## src/rtl/rtccal_pkg.sv

```systemverilog
package rtccal_pkg;
  localparam int FIELD_COUNT = 7;
  localparam int SEL_W       = $clog2(FIELD_COUNT);
  localparam int WEEK_DAYS   = 7;
  localparam int WDAY_W      = $clog2(WEEK_DAYS);

  localparam int SEL_SEC  = 0;
  localparam int SEL_MIN  = 1;
  localparam int SEL_HOUR = 2;
  localparam int SEL_WDAY = 3;
  localparam int SEL_DAY  = 4;
  localparam int SEL_MON  = 5;
  localparam int SEL_YEAR = 6;

  typedef struct packed {
    logic [FIELD_COUNT-1:0] load;
    logic stepSec;
    logic stepMin;
    logic stepHour;
    logic stepDay;
    logic stepMon;
    logic stepYear;
  } strobeT;

  typedef struct packed {
    logic sec;
    logic min;
    logic hour;
    logic day;
    logic mon;
  } endFlagsT;

  function automatic logic isLeapBcd(input logic [7:0] yr);
    logic [3:0] units;
    units = yr[3:0];
    if (yr[4]) return (units == 4'd2) || (units == 4'd6);
    return (units == 4'd0) || (units == 4'd4) || (units == 4'd8);
  endfunction

  function automatic logic [5:0] monthLastBcd(input logic [4:0] mon, input logic leap);
    case (mon)
      5'h02:                      return leap ? 6'h29 : 6'h28;
      5'h04, 5'h06, 5'h09, 5'h11: return 6'h30;
      default:                    return 6'h31;
    endcase
  endfunction
endpackage

```

## src/rtl/rtccal_bcdinc.sv

```systemverilog
module rtccal_bcdinc #(
  parameter int W = 8
) (
  input  logic [W-1:0] val,
  output logic [W-1:0] nxt
);
  localparam int TENS_W = W - 4;

  logic [TENS_W-1:0] tens;
  logic [3:0]        units;

  assign tens  = val[W-1:4];
  assign units = val[3:0];

  always_comb begin
    if (units == 4'd9) nxt = {tens + TENS_W'(1), 4'd0};
    else               nxt = {tens, units + 4'd1};
  end
endmodule

```

## src/rtl/rtccal_ctrl.sv

```systemverilog
module rtccal_ctrl
  import rtccal_pkg::*;
(
  input  logic             secTick,
  input  logic             holdCount,
  input  logic             wrEn,
  input  logic [SEL_W-1:0] wrSel,
  input  endFlagsT         atEnd,
  output strobeT           strobe
);
  always_comb begin
    for (int i = 0; i < FIELD_COUNT; i++) begin
      strobe.load[i] = wrEn && (wrSel == SEL_W'(i));
    end
    strobe.stepSec  = secTick && !holdCount && !wrEn;
    strobe.stepMin  = strobe.stepSec  && atEnd.sec;
    strobe.stepHour = strobe.stepMin  && atEnd.min;
    strobe.stepDay  = strobe.stepHour && atEnd.hour;
    strobe.stepMon  = strobe.stepDay  && atEnd.day;
    strobe.stepYear = strobe.stepMon  && atEnd.mon;
  end
endmodule

```

## src/rtl/rtccal_dp.sv

```systemverilog
module rtccal_dp
  import rtccal_pkg::*;
(
  input  logic              clk,
  input  logic              rstN,
  input  logic              supplyFail,
  input  logic [7:0]        wrData,
  input  strobeT            strobe,
  output endFlagsT          atEnd,
  output logic [6:0]        secR,
  output logic [6:0]        minR,
  output logic [5:0]        hourR,
  output logic [WDAY_W-1:0] wdayR,
  output logic [5:0]        dayR,
  output logic [4:0]        monR,
  output logic              cenR,
  output logic [7:0]        yearR,
  output logic              lowSupR
);
  localparam logic [WDAY_W-1:0] WDAY_LAST = WDAY_W'(WEEK_DAYS - 1);

  logic [6:0] secInc, minInc;
  logic [5:0] hourInc, dayInc, lastDay;
  logic [4:0] monInc;
  logic [7:0] yearInc;
  logic       yearEnd;

  rtccal_bcdinc #(.W(7)) incSec  (.val(secR),  .nxt(secInc));
  rtccal_bcdinc #(.W(7)) incMin  (.val(minR),  .nxt(minInc));
  rtccal_bcdinc #(.W(6)) incHour (.val(hourR), .nxt(hourInc));
  rtccal_bcdinc #(.W(6)) incDay  (.val(dayR),  .nxt(dayInc));
  rtccal_bcdinc #(.W(5)) incMon  (.val(monR),  .nxt(monInc));
  rtccal_bcdinc #(.W(8)) incYear (.val(yearR), .nxt(yearInc));

  assign lastDay   = monthLastBcd(monR, isLeapBcd(yearR));
  assign atEnd.sec  = (secR  == 7'h59);
  assign atEnd.min  = (minR  == 7'h59);
  assign atEnd.hour = (hourR == 6'h23);
  assign atEnd.day  = (dayR  >= lastDay);
  assign atEnd.mon  = (monR  == 5'h12);
  assign yearEnd    = (yearR == 8'h99);

  always_ff @(posedge clk or negedge rstN) begin
    if (!rstN) begin
      secR    <= '0;
      minR    <= '0;
      hourR   <= '0;
      wdayR   <= '0;
      dayR    <= '0;
      monR    <= '0;
      cenR    <= 1'b0;
      yearR   <= '0;
      lowSupR <= 1'b1;
    end else begin
      if (strobe.load[SEL_SEC])   secR <= wrData[6:0];
      else if (strobe.stepSec)    secR <= atEnd.sec ? 7'h00 : secInc;

      if (strobe.load[SEL_MIN])   minR <= wrData[6:0];
      else if (strobe.stepMin)    minR <= atEnd.min ? 7'h00 : minInc;

      if (strobe.load[SEL_HOUR])  hourR <= wrData[5:0];
      else if (strobe.stepHour)   hourR <= atEnd.hour ? 6'h00 : hourInc;

      if (strobe.load[SEL_WDAY])  wdayR <= wrData[WDAY_W-1:0];
      else if (strobe.stepDay)    wdayR <= (wdayR == WDAY_LAST) ? '0 : wdayR + WDAY_W'(1);

      if (strobe.load[SEL_DAY])   dayR <= wrData[5:0];
      else if (strobe.stepDay)    dayR <= atEnd.day ? 6'h01 : dayInc;

      if (strobe.load[SEL_MON])   monR <= wrData[4:0];
      else if (strobe.stepMon)    monR <= atEnd.mon ? 5'h01 : monInc;

      if (strobe.load[SEL_MON])   cenR <= wrData[7];
      else if (strobe.stepYear && yearEnd) cenR <= ~cenR;

      if (strobe.load[SEL_YEAR])  yearR <= wrData;
      else if (strobe.stepYear)   yearR <= yearEnd ? 8'h00 : yearInc;

      lowSupR <= supplyFail | (strobe.load[SEL_SEC] ? wrData[7] : lowSupR);
    end
  end
endmodule

```

## src/rtl/rtccal_top.sv

```systemverilog
module rtccal_top
  import rtccal_pkg::*;
(
  input  logic              clk,
  input  logic              rstN,
  input  logic              secTick,
  input  logic              holdCount,
  input  logic              supplyFail,
  input  logic              wrEn,
  input  logic [SEL_W-1:0]  wrSel,
  input  logic [7:0]        wrData,
  output logic [6:0]        secOut,
  output logic [6:0]        minOut,
  output logic [5:0]        hourOut,
  output logic [WDAY_W-1:0] wdayOut,
  output logic [5:0]        dayOut,
  output logic [4:0]        monOut,
  output logic              centuryOut,
  output logic [7:0]        yearOut,
  output logic              lowSupplyOut
);
  strobeT   strobe;
  endFlagsT atEnd;

  rtccal_ctrl ctrl (
    .secTick(secTick), .holdCount(holdCount), .wrEn(wrEn), .wrSel(wrSel),
    .atEnd(atEnd), .strobe(strobe)
  );

  rtccal_dp dp (
    .clk(clk), .rstN(rstN), .supplyFail(supplyFail), .wrData(wrData),
    .strobe(strobe), .atEnd(atEnd),
    .secR(secOut), .minR(minOut), .hourR(hourOut), .wdayR(wdayOut),
    .dayR(dayOut), .monR(monOut), .cenR(centuryOut), .yearR(yearOut),
    .lowSupR(lowSupplyOut)
  );
endmodule

```

## config.mk

```make
export PLATFORM = sky130hd
export DESIGN_NAME = rtccal_top
export DESIGN_NICKNAME = d
export VERILOG_FILES = /design/src/rtl/rtccal_pkg.sv /design/src/rtl/rtccal_bcdinc.sv /design/src/rtl/rtccal_ctrl.sv /design/src/rtl/rtccal_dp.sv /design/src/rtl/rtccal_top.sv
export SDC_FILE = /design/constraint.sdc
export NUM_CORES = 1
export LEC_CHECK = 0
export BUFFER_PORTS_ARGS = -buffer_cell sky130_fd_sc_hd__buf_2
export CAP_MARGIN = 20
export CORE_UTILIZATION = 60
export CTS_CLUSTER_DIAMETER = 50
export CTS_CLUSTER_SIZE = 10
export DETAILED_ROUTE_END_ITERATION = 7
export HOLD_SLACK_MARGIN = 0.06
export MAX_ROUTING_LAYER = met4
export PLACE_DENSITY = 0.86
export SETUP_SLACK_MARGIN = 0.4
export SYNTH_ARGS = -nofsm -noshare
export SYNTH_HDL_FRONTEND = slang
export SYNTH_SLANG_ARGS = --single-unit
```

## constraint.sdc

```tcl
create_clock -name clk -period 7.1 [get_ports clk]
set_clock_uncertainty 0.05 [all_clocks]
set_input_delay 0.71 -clock clk [delete_from_list [all_inputs] [get_ports clk]]
set_output_delay 0.71 -clock clk [all_outputs]
set_load 0.01 [all_outputs]
```

==> impl_metrics.env, run 1 <==
export IMPL_port_buffers=60
export IMPL_post_route_drc_count=0
export IMPL_synthesis_area_sq_mm=0.00306
export IMPL_syn_nets=391
export IMPL_yosysWarnings=0
export IMPL_dieArea_sq_mm=0.00539
export IMPL_rrSetupSlack_ns=3.75
export IMPL_drv_slew=0
export IMPL_syn_avg_cell_area_sq_um=8.50
export IMPL_place_area_sq_mm=0.00338
export IMPL_place_gp_congestion=0.977
export IMPL_clockRootBuffer="clkbuf_8"
export IMPL_ir_worst_vdd_mv=0.127
export IMPL_synthFlopType="dfrtp_1"
export IMPL_critPathKind="reg2reg"
export IMPL_drt_total_wl_mm=8.00
export IMPL_synthToLayoutAreaGrowth_pct=14.1
export IMPL_rr_worst_depth=10
export IMPL_ys_seq_area_share_pct=36.0
export IMPL_cts_tree="yes"
export IMPL_final_area_sq_mm=0.00349
export IMPL_fin_crit_sh_pct=47.1
export IMPL_n_fill_cell=405
export IMPL_timing_final_hold_violations=0
export IMPL_synth_top_area_share_pct=35.2
export IMPL_regArea_sq_mm=0.00110
export IMPL_max_cap_violations=0
export IMPL_track_usage_pct=32.6
export IMPL_cp_max_fo=14
export IMPL_min_period_ns=3.35
export IMPL_synth_enable_flop_cells=0
export IMPL_cts_hold_buf=0
export IMPL_async_flop_share_pct=100
export IMPL_setup_viol=0
export IMPL_post_place_ws_ns=3.77
export IMPL_grt_pass1_wl_mm=12.9
export IMPL_status="finished clean"
export IMPL_viasPerCell=6.29
export IMPL_rsz0062_at_grt="false"
export IMPL_clk_pin_slew_ns=0.08
export IMPL_rows=25
export IMPL_fin_util_pct=72.5
export IMPL_layout_drive_gt1_share_pct=19.0
export IMPL_synth_most_common_cell="nand2_1"
export IMPL_r2r_end="dp.dayR[4]"
export IMPL_cts_resized=0
export IMPL_worstPathCellList="a211oi_1, a31oi_1, o21ai_0, a2111oi_0, nor2_1, ha_1, or4b_1, a211o_1, or4b_1, a31oi_1"
export IMPL_cts_buffer_depth=2
export IMPL_multi_input_comb_area_sq_mm=0.00183
export IMPL_ys_seq_elements=44
export IMPL_worst_pin_slew_ns=1.01
export IMPL_fin_setup_tns_ns=0
export IMPL_r2r_start="dp.yearR[4]"
export IMPL_synth_top_cell_by_area="dfrtp_1"
export IMPL_worstHoldPathType="in2async"
export IMPL_fmax_ghz=0.299
export IMPL_p_leak_uw=0.00156
export IMPL_overflow=0
export IMPL_hpwl_mm=5.67
export IMPL_hold_ws_ns=0.294
export IMPL_syn_inst=360
export IMPL_endpoint_kind="flip-flop"
export IMPL_start_util_pct=63.5
export IMPL_clock_sinks=44
export IMPL_num_vias=3038
export IMPL_drt_initial_drc_count=229
export IMPL_arrival_ns=3.53
export IMPL_grt_start_max_net_pins=45
export IMPL_max_stage_delay_ns=0.53
export IMPL_die_x_um=73.4
export IMPL_fin_nets=446
export IMPL_slew_headroom_pct=31.9
export IMPL_firstDrtPassIters=6
export IMPL_design_core_area_sq_mm=0.00482
export IMPL_antenna_found_initial=0
export IMPL_synthTopCellsByArea="dfrtp_1, ha_1, nand2_1"
export IMPL_setup_slack_ns=3.75
export IMPL_ant_nets=0
export IMPL_synth_distinct_cells=60
export IMPL_cpMaxStageDelayCell="or4b_1"
export IMPL_crit_required_ns=7.28
export IMPL_postCtsSetupRepairBufs=0
export IMPL_p_per_area_mw_per_mm2=240
export IMPL_die_h_um=73.4
export IMPL_cp_start_kind="flip-flop"
export IMPL_ios=61
export IMPL_wl_per_cell_um=16.6
export IMPL_grt_pass1_vias=2732
export IMPL_htree_levels=2
export IMPL_cts_inserted_buffers=5
export IMPL_diodes=0
export IMPL_insertion_delay_ns=0.30
export IMPL_synth_common_cells="nand2_1, dfrtp_1, nor2_1"
-- worst max-delay path: cells and delay by family (launching register included) --
family	cells	cell delay, ns
AND/OR/NAND/NOR	3	1.14
adder cells (fa/ha/maj)	1	0.27
AO/OA/AOI/OAI	6	1.36
flip-flops	1	0.47
-- metal layers --
metal | share of wire, % | GRT usage [%]
met1 | 43 | 41.6
met2 | 47 | 52.0
met3 | 7.0 | 5.62
met4 | 3.1 | 12.8
met5 | 0 | -
-- flip-flops by register name (all words and copies together) (netlist names) --
name and flops:
dp.cenR 1, dp.dayR 6, dp.hourR 6, dp.lowSupR 1, dp.minR 7, dp.monR 5, dp.secR 7, dp.wdayR 3
dp.yearR 8
-- where the power goes --
group / total [uW] / switching [uW] / internal [uW]
Sequential: 386 / 82.1 / 304
Combinational: 296 / 160 / 136
Clock: 155 / 86.2 / 69.2
Total: 837 / 328 / 509
-- how the worst max path moves through the flow --
stage                 from  slack, ns           to  cells after the start
2_1_floorplan  dp.yearR[1]       4.00   dp.dayR[3]                     11
3_3_place_gp   dp.yearR[4]       3.86   dp.dayR[4]                     10
3_5_place_dp   dp.yearR[4]       3.77   dp.dayR[4]                     10
4_1_cts        dp.yearR[4]       3.76   dp.dayR[4]                     10
5_1_grt        dp.yearR[1]       3.44  dp.yearR[7]                     11
6_report       dp.yearR[4]       3.75   dp.dayR[4]                     10
-- through the flow --
stage | total power, uW | std cells
4_1_cts | 836 | 481
3_5_place_dp | 681 | 473
2_1_floorplan | 564 | 360
5_1_grt | 899 | 483
3_3_place_gp | 664 | 473
6_report | 837 | 483
-- cells by family after synthesis --
logic type                 Yosys count  synth area share [%]
muxes                                8                  2.66
xor gates and xnor gates             7                  2.00
and+or+nand+nor                    172                  31.4
AOI/OAI and AO/OA                   85                  18.2
adders and majority gates           14                  5.73
buffers and inverters               30                  4.01
DFF                                 44                  36.0
-- placed cells by master, fill, tap and decap left out, drive strengths merged, types with 3 or more instances in the layout --
cell type	netlist	routed
a31oi	10	10
clkbuf	12	7
mux2i	7	7
a21boi	3	3
a211oi	3	3
xor2	3	3
buf	3	63
nor2	31	31
inv	15	15
nand3	15	15
nor3b	4	4
nand3b	7	7
and2	5	5
o211ai	6	6
a21oi	12	12
nand4b	5	5
nand2b	8	8
or3	5	5
o21ai	26	26
nor2b	5	5
nor3	13	13
a211o	4	4
nand4	7	7
and4	4	4
ha	14	14
xnor2	4	4
dfrtp	43	43
nand2	45	45
and3	4	4
-- area by class of cell --
type	count	share of cell area (%)
Tap cell	67	2.40
Multi-Input combinational cell	286	52.5
Clock inverter	1	0.143
Sequential cell	44	31.6
Timing Repair Buffer	63	9.53
Inverter	15	1.61
Clock buffer	7	2.19
Power figures use the tool's default switching activity.
==> run 2, diff against run 1 <==
--- a/config.mk
+++ b/config.mk
@@ -7,13 +7,13 @@
 export LEC_CHECK = 0
 export BUFFER_PORTS_ARGS = -buffer_cell sky130_fd_sc_hd__buf_2
 export CAP_MARGIN = 20
-export CORE_UTILIZATION = 60
+export CORE_UTILIZATION = 56
 export CTS_CLUSTER_DIAMETER = 50
 export CTS_CLUSTER_SIZE = 10
 export DETAILED_ROUTE_END_ITERATION = 7
 export HOLD_SLACK_MARGIN = 0.06
 export MAX_ROUTING_LAYER = met4
-export PLACE_DENSITY = 0.86
+export PLACE_DENSITY = 0.81
 export SETUP_SLACK_MARGIN = 0.4
 export SYNTH_ARGS = -nofsm -noshare
 export SYNTH_HDL_FRONTEND = slang
==> constraint.sdc (replaced) <==
create_clock -name clk -period 3.24 [get_ports clk]
set_clock_uncertainty 0.05 [all_clocks]
set_input_delay 0.324 -clock clk [delete_from_list [all_inputs] [get_ports clk]]
set_output_delay 0.324 -clock clk [all_outputs]
set_load 0.01 [all_outputs]
==> run 2 against run 1 <==
Compared with the run above:
- register-to-register slack worse by 3.6 ns
- setup slack worse by 3.6 ns
- global-route usage shrank 0.14 points
- combinational power rose to 2.6 times the previous value
- critical endpoint unchanged
- highest routed layer unchanged
- first-iteration DRC count fell by 29%
==> impl_metrics.env, run 2 (synthesized netlist as in run 1, its figures left out) <==
export IMPL_endpoint_kind="flip-flop"
export IMPL_dieArea_sq_mm=0.00576
export IMPL_slew_headroom_pct=58.4
export IMPL_cp_max_fo=5
export IMPL_firstDrtPassIters=6
export IMPL_cts_tree="yes"
export IMPL_fin_crit_sh_pct=94.6
export IMPL_diodes=0
export IMPL_power_uw=2040
export IMPL_antenna_found_initial=0
export IMPL_fin_nets=462
export IMPL_start_util_pct=59.1
export IMPL_final_cell_mix="buf_2, nand2_1, dfrtp_1, nor2_1, o21ai_0"
export IMPL_viasPerCell=6.22
export IMPL_hpwl_mm=5.85
export IMPL_timing_final_hold_violations=0
export IMPL_final_common_cell="buf_2"
export IMPL_drt_total_wl_mm=8.67
export IMPL_whs_path_depth=2
export IMPL_arrival_ns=3.24
export IMPL_synthToLayoutAreaGrowth_pct=22.8
export IMPL_cp_start_kind="flip-flop"
export IMPL_layout_drive_gt1_share_pct=26.4
export IMPL_ios=61
export IMPL_ant_nets=0
export IMPL_post_route_drc_count=0
export IMPL_die_h_um=75.9
export IMPL_cts_inserted_buffers=5
export IMPL_dr_wl_met3_um=531
export IMPL_rows=26
export IMPL_post_place_ws_ns=0.0741
export IMPL_setup_viol=0
export IMPL_track_usage_pct=32.5
export IMPL_num_vias=3122
export IMPL_p_per_area_mw_per_mm2=542
export IMPL_fmax_ghz=0.326
export IMPL_worst_pin_slew_ns=0.622
export IMPL_clockRootBuffer="clkbuf_8"
export IMPL_grt_start_max_net_pins=45
export IMPL_status="finished clean"
export IMPL_min_period_ns=3.07
export IMPL_hold_ws_ns=0.163
export IMPL_rsz0062_at_grt="true"
export IMPL_worstHoldPathType="in2reg"
export IMPL_ir_worst_vdd_mv=0.364
export IMPL_largest_reg_flops=8
export IMPL_p_leak_uw=0.00167
export IMPL_grt_pass1_vias=2965
export IMPL_fin_setup_tns_ns=0
export IMPL_htree_levels=2
export IMPL_max_cap_violations=0
export IMPL_wl_met2_mm=4.34
export IMPL_overflow=0
export IMPL_die_x_um=75.9
export IMPL_place_gp_congestion=0.895
export IMPL_crit_required_ns=3.41
export IMPL_grt_pass1_wl_mm=14.4
export IMPL_n_fill_cell=418
export IMPL_cts_buffer_depth=2
export IMPL_port_buffers=60
export IMPL_design_core_area_sq_mm=0.00517
export IMPL_reg_largest_list="dp.yearR (8), dp.minR (7), dp.secR (7)"
export IMPL_top_register="dp.yearR"
export IMPL_drt_initial_drc_count=162
export IMPL_insertion_delay_ns=0.30
export IMPL_wl_per_cell_um=17.3
export IMPL_rr_worst_depth=10
export IMPL_clk_pin_slew_ns=0.09
export IMPL_clock_sinks=44
export IMPL_dr_max_layer_used="met4"
export IMPL_wirelength_met1_mm=3.55
export IMPL_critPathKind="reg2reg"
export IMPL_drv_slew=0
export IMPL_fin_util_pct=72.6
export IMPL_setup_slack_ns=0.174
==> run 2: cell count changes in the layout (fill, tap and decap cells not counted), sizes merged <==
cell	previous run	this run
clkbuf	7	6
bufinv	0	1
dlygate4sd3	0	1
buf	63	78
==> run 2: cell type report <==
type,instances,area [sq um],area share (%)
clock inverter,2,35.0,0.932
tap,70,87.6,2.33
timing repair buffer,79,465,12.4
sequential,44,1110,29.5
clock buffer,6,72.6,1.93
multi-input combinational,286,1930,51.4
inverter,15,56.3,1.50
==> run 2: final timing paths <==
kind / startpoint / end / slack [ns]
worst max-delay path: dp.yearR[3] / dp.dayR[4] / 0.17
min in group asynchronous: rstN / dp.secR[5] / 0.32
worst min-delay path: supplyFail / dp.lowSupR / 0.16
worst max register to register: dp.yearR[3] / dp.dayR[4] / 0.17
worst min register to register: dp.yearR[7] / dp.yearR[7] / 0.51
max in group asynchronous: rstN / dp.lowSupR / 2.33
==> run 2: power breakdown <==
| group | internal, uW | total [uW] | leakage, uW | switching, uW |
|---|---|---|---|---|
| clock | 229 | 423 | 0.0000552 | 194 |
| combinational | 369 | 766 | 0.00110 | 397 |
| sequential | 669 | 849 | 0.000515 | 181 |
==> run 2: metal layers <==
metal  GRT usage (%)  up-vias
met5               -        -
met3            3.86       28
met2            54.6      119
met1            39.8     1518
li1                -     1457
met4            13.5        0
==> run 2: timing repair <==
item,4_1_cts,5_1_grt
hold buffers,0,1
gates cloned,0,0
setup endpoints to repair,20,20
buffers inserted,8,1
gates resized for setup,14,7
endpoints found under the hold margin,0,41
pin swaps,7,11
==> run 2: metrics by stage <==
step | cell area [sq um] | std cells
2_1_floorplan | 3090 | 360
3_3_place_gp | 3460 | 483
3_5_place_dp | 3460 | 483
4_1_cts | 3680 | 499
5_1_grt | 3760 | 502
6_report | 3760 | 502
==> run 2: worst max-delay path, stage by stage, from the launching register on <==
cell and delay, ns:
dfrtp_2 0.40, a211oi_2 0.08, a31oi_2 0.18, o21ai_2 0.08, a2111oi_2 0.30, nor2_1 0.08
ha_1 0.28, or4b_4 0.49, a211o_1 0.36, or4b_4 0.52, a31oi_4 0.17
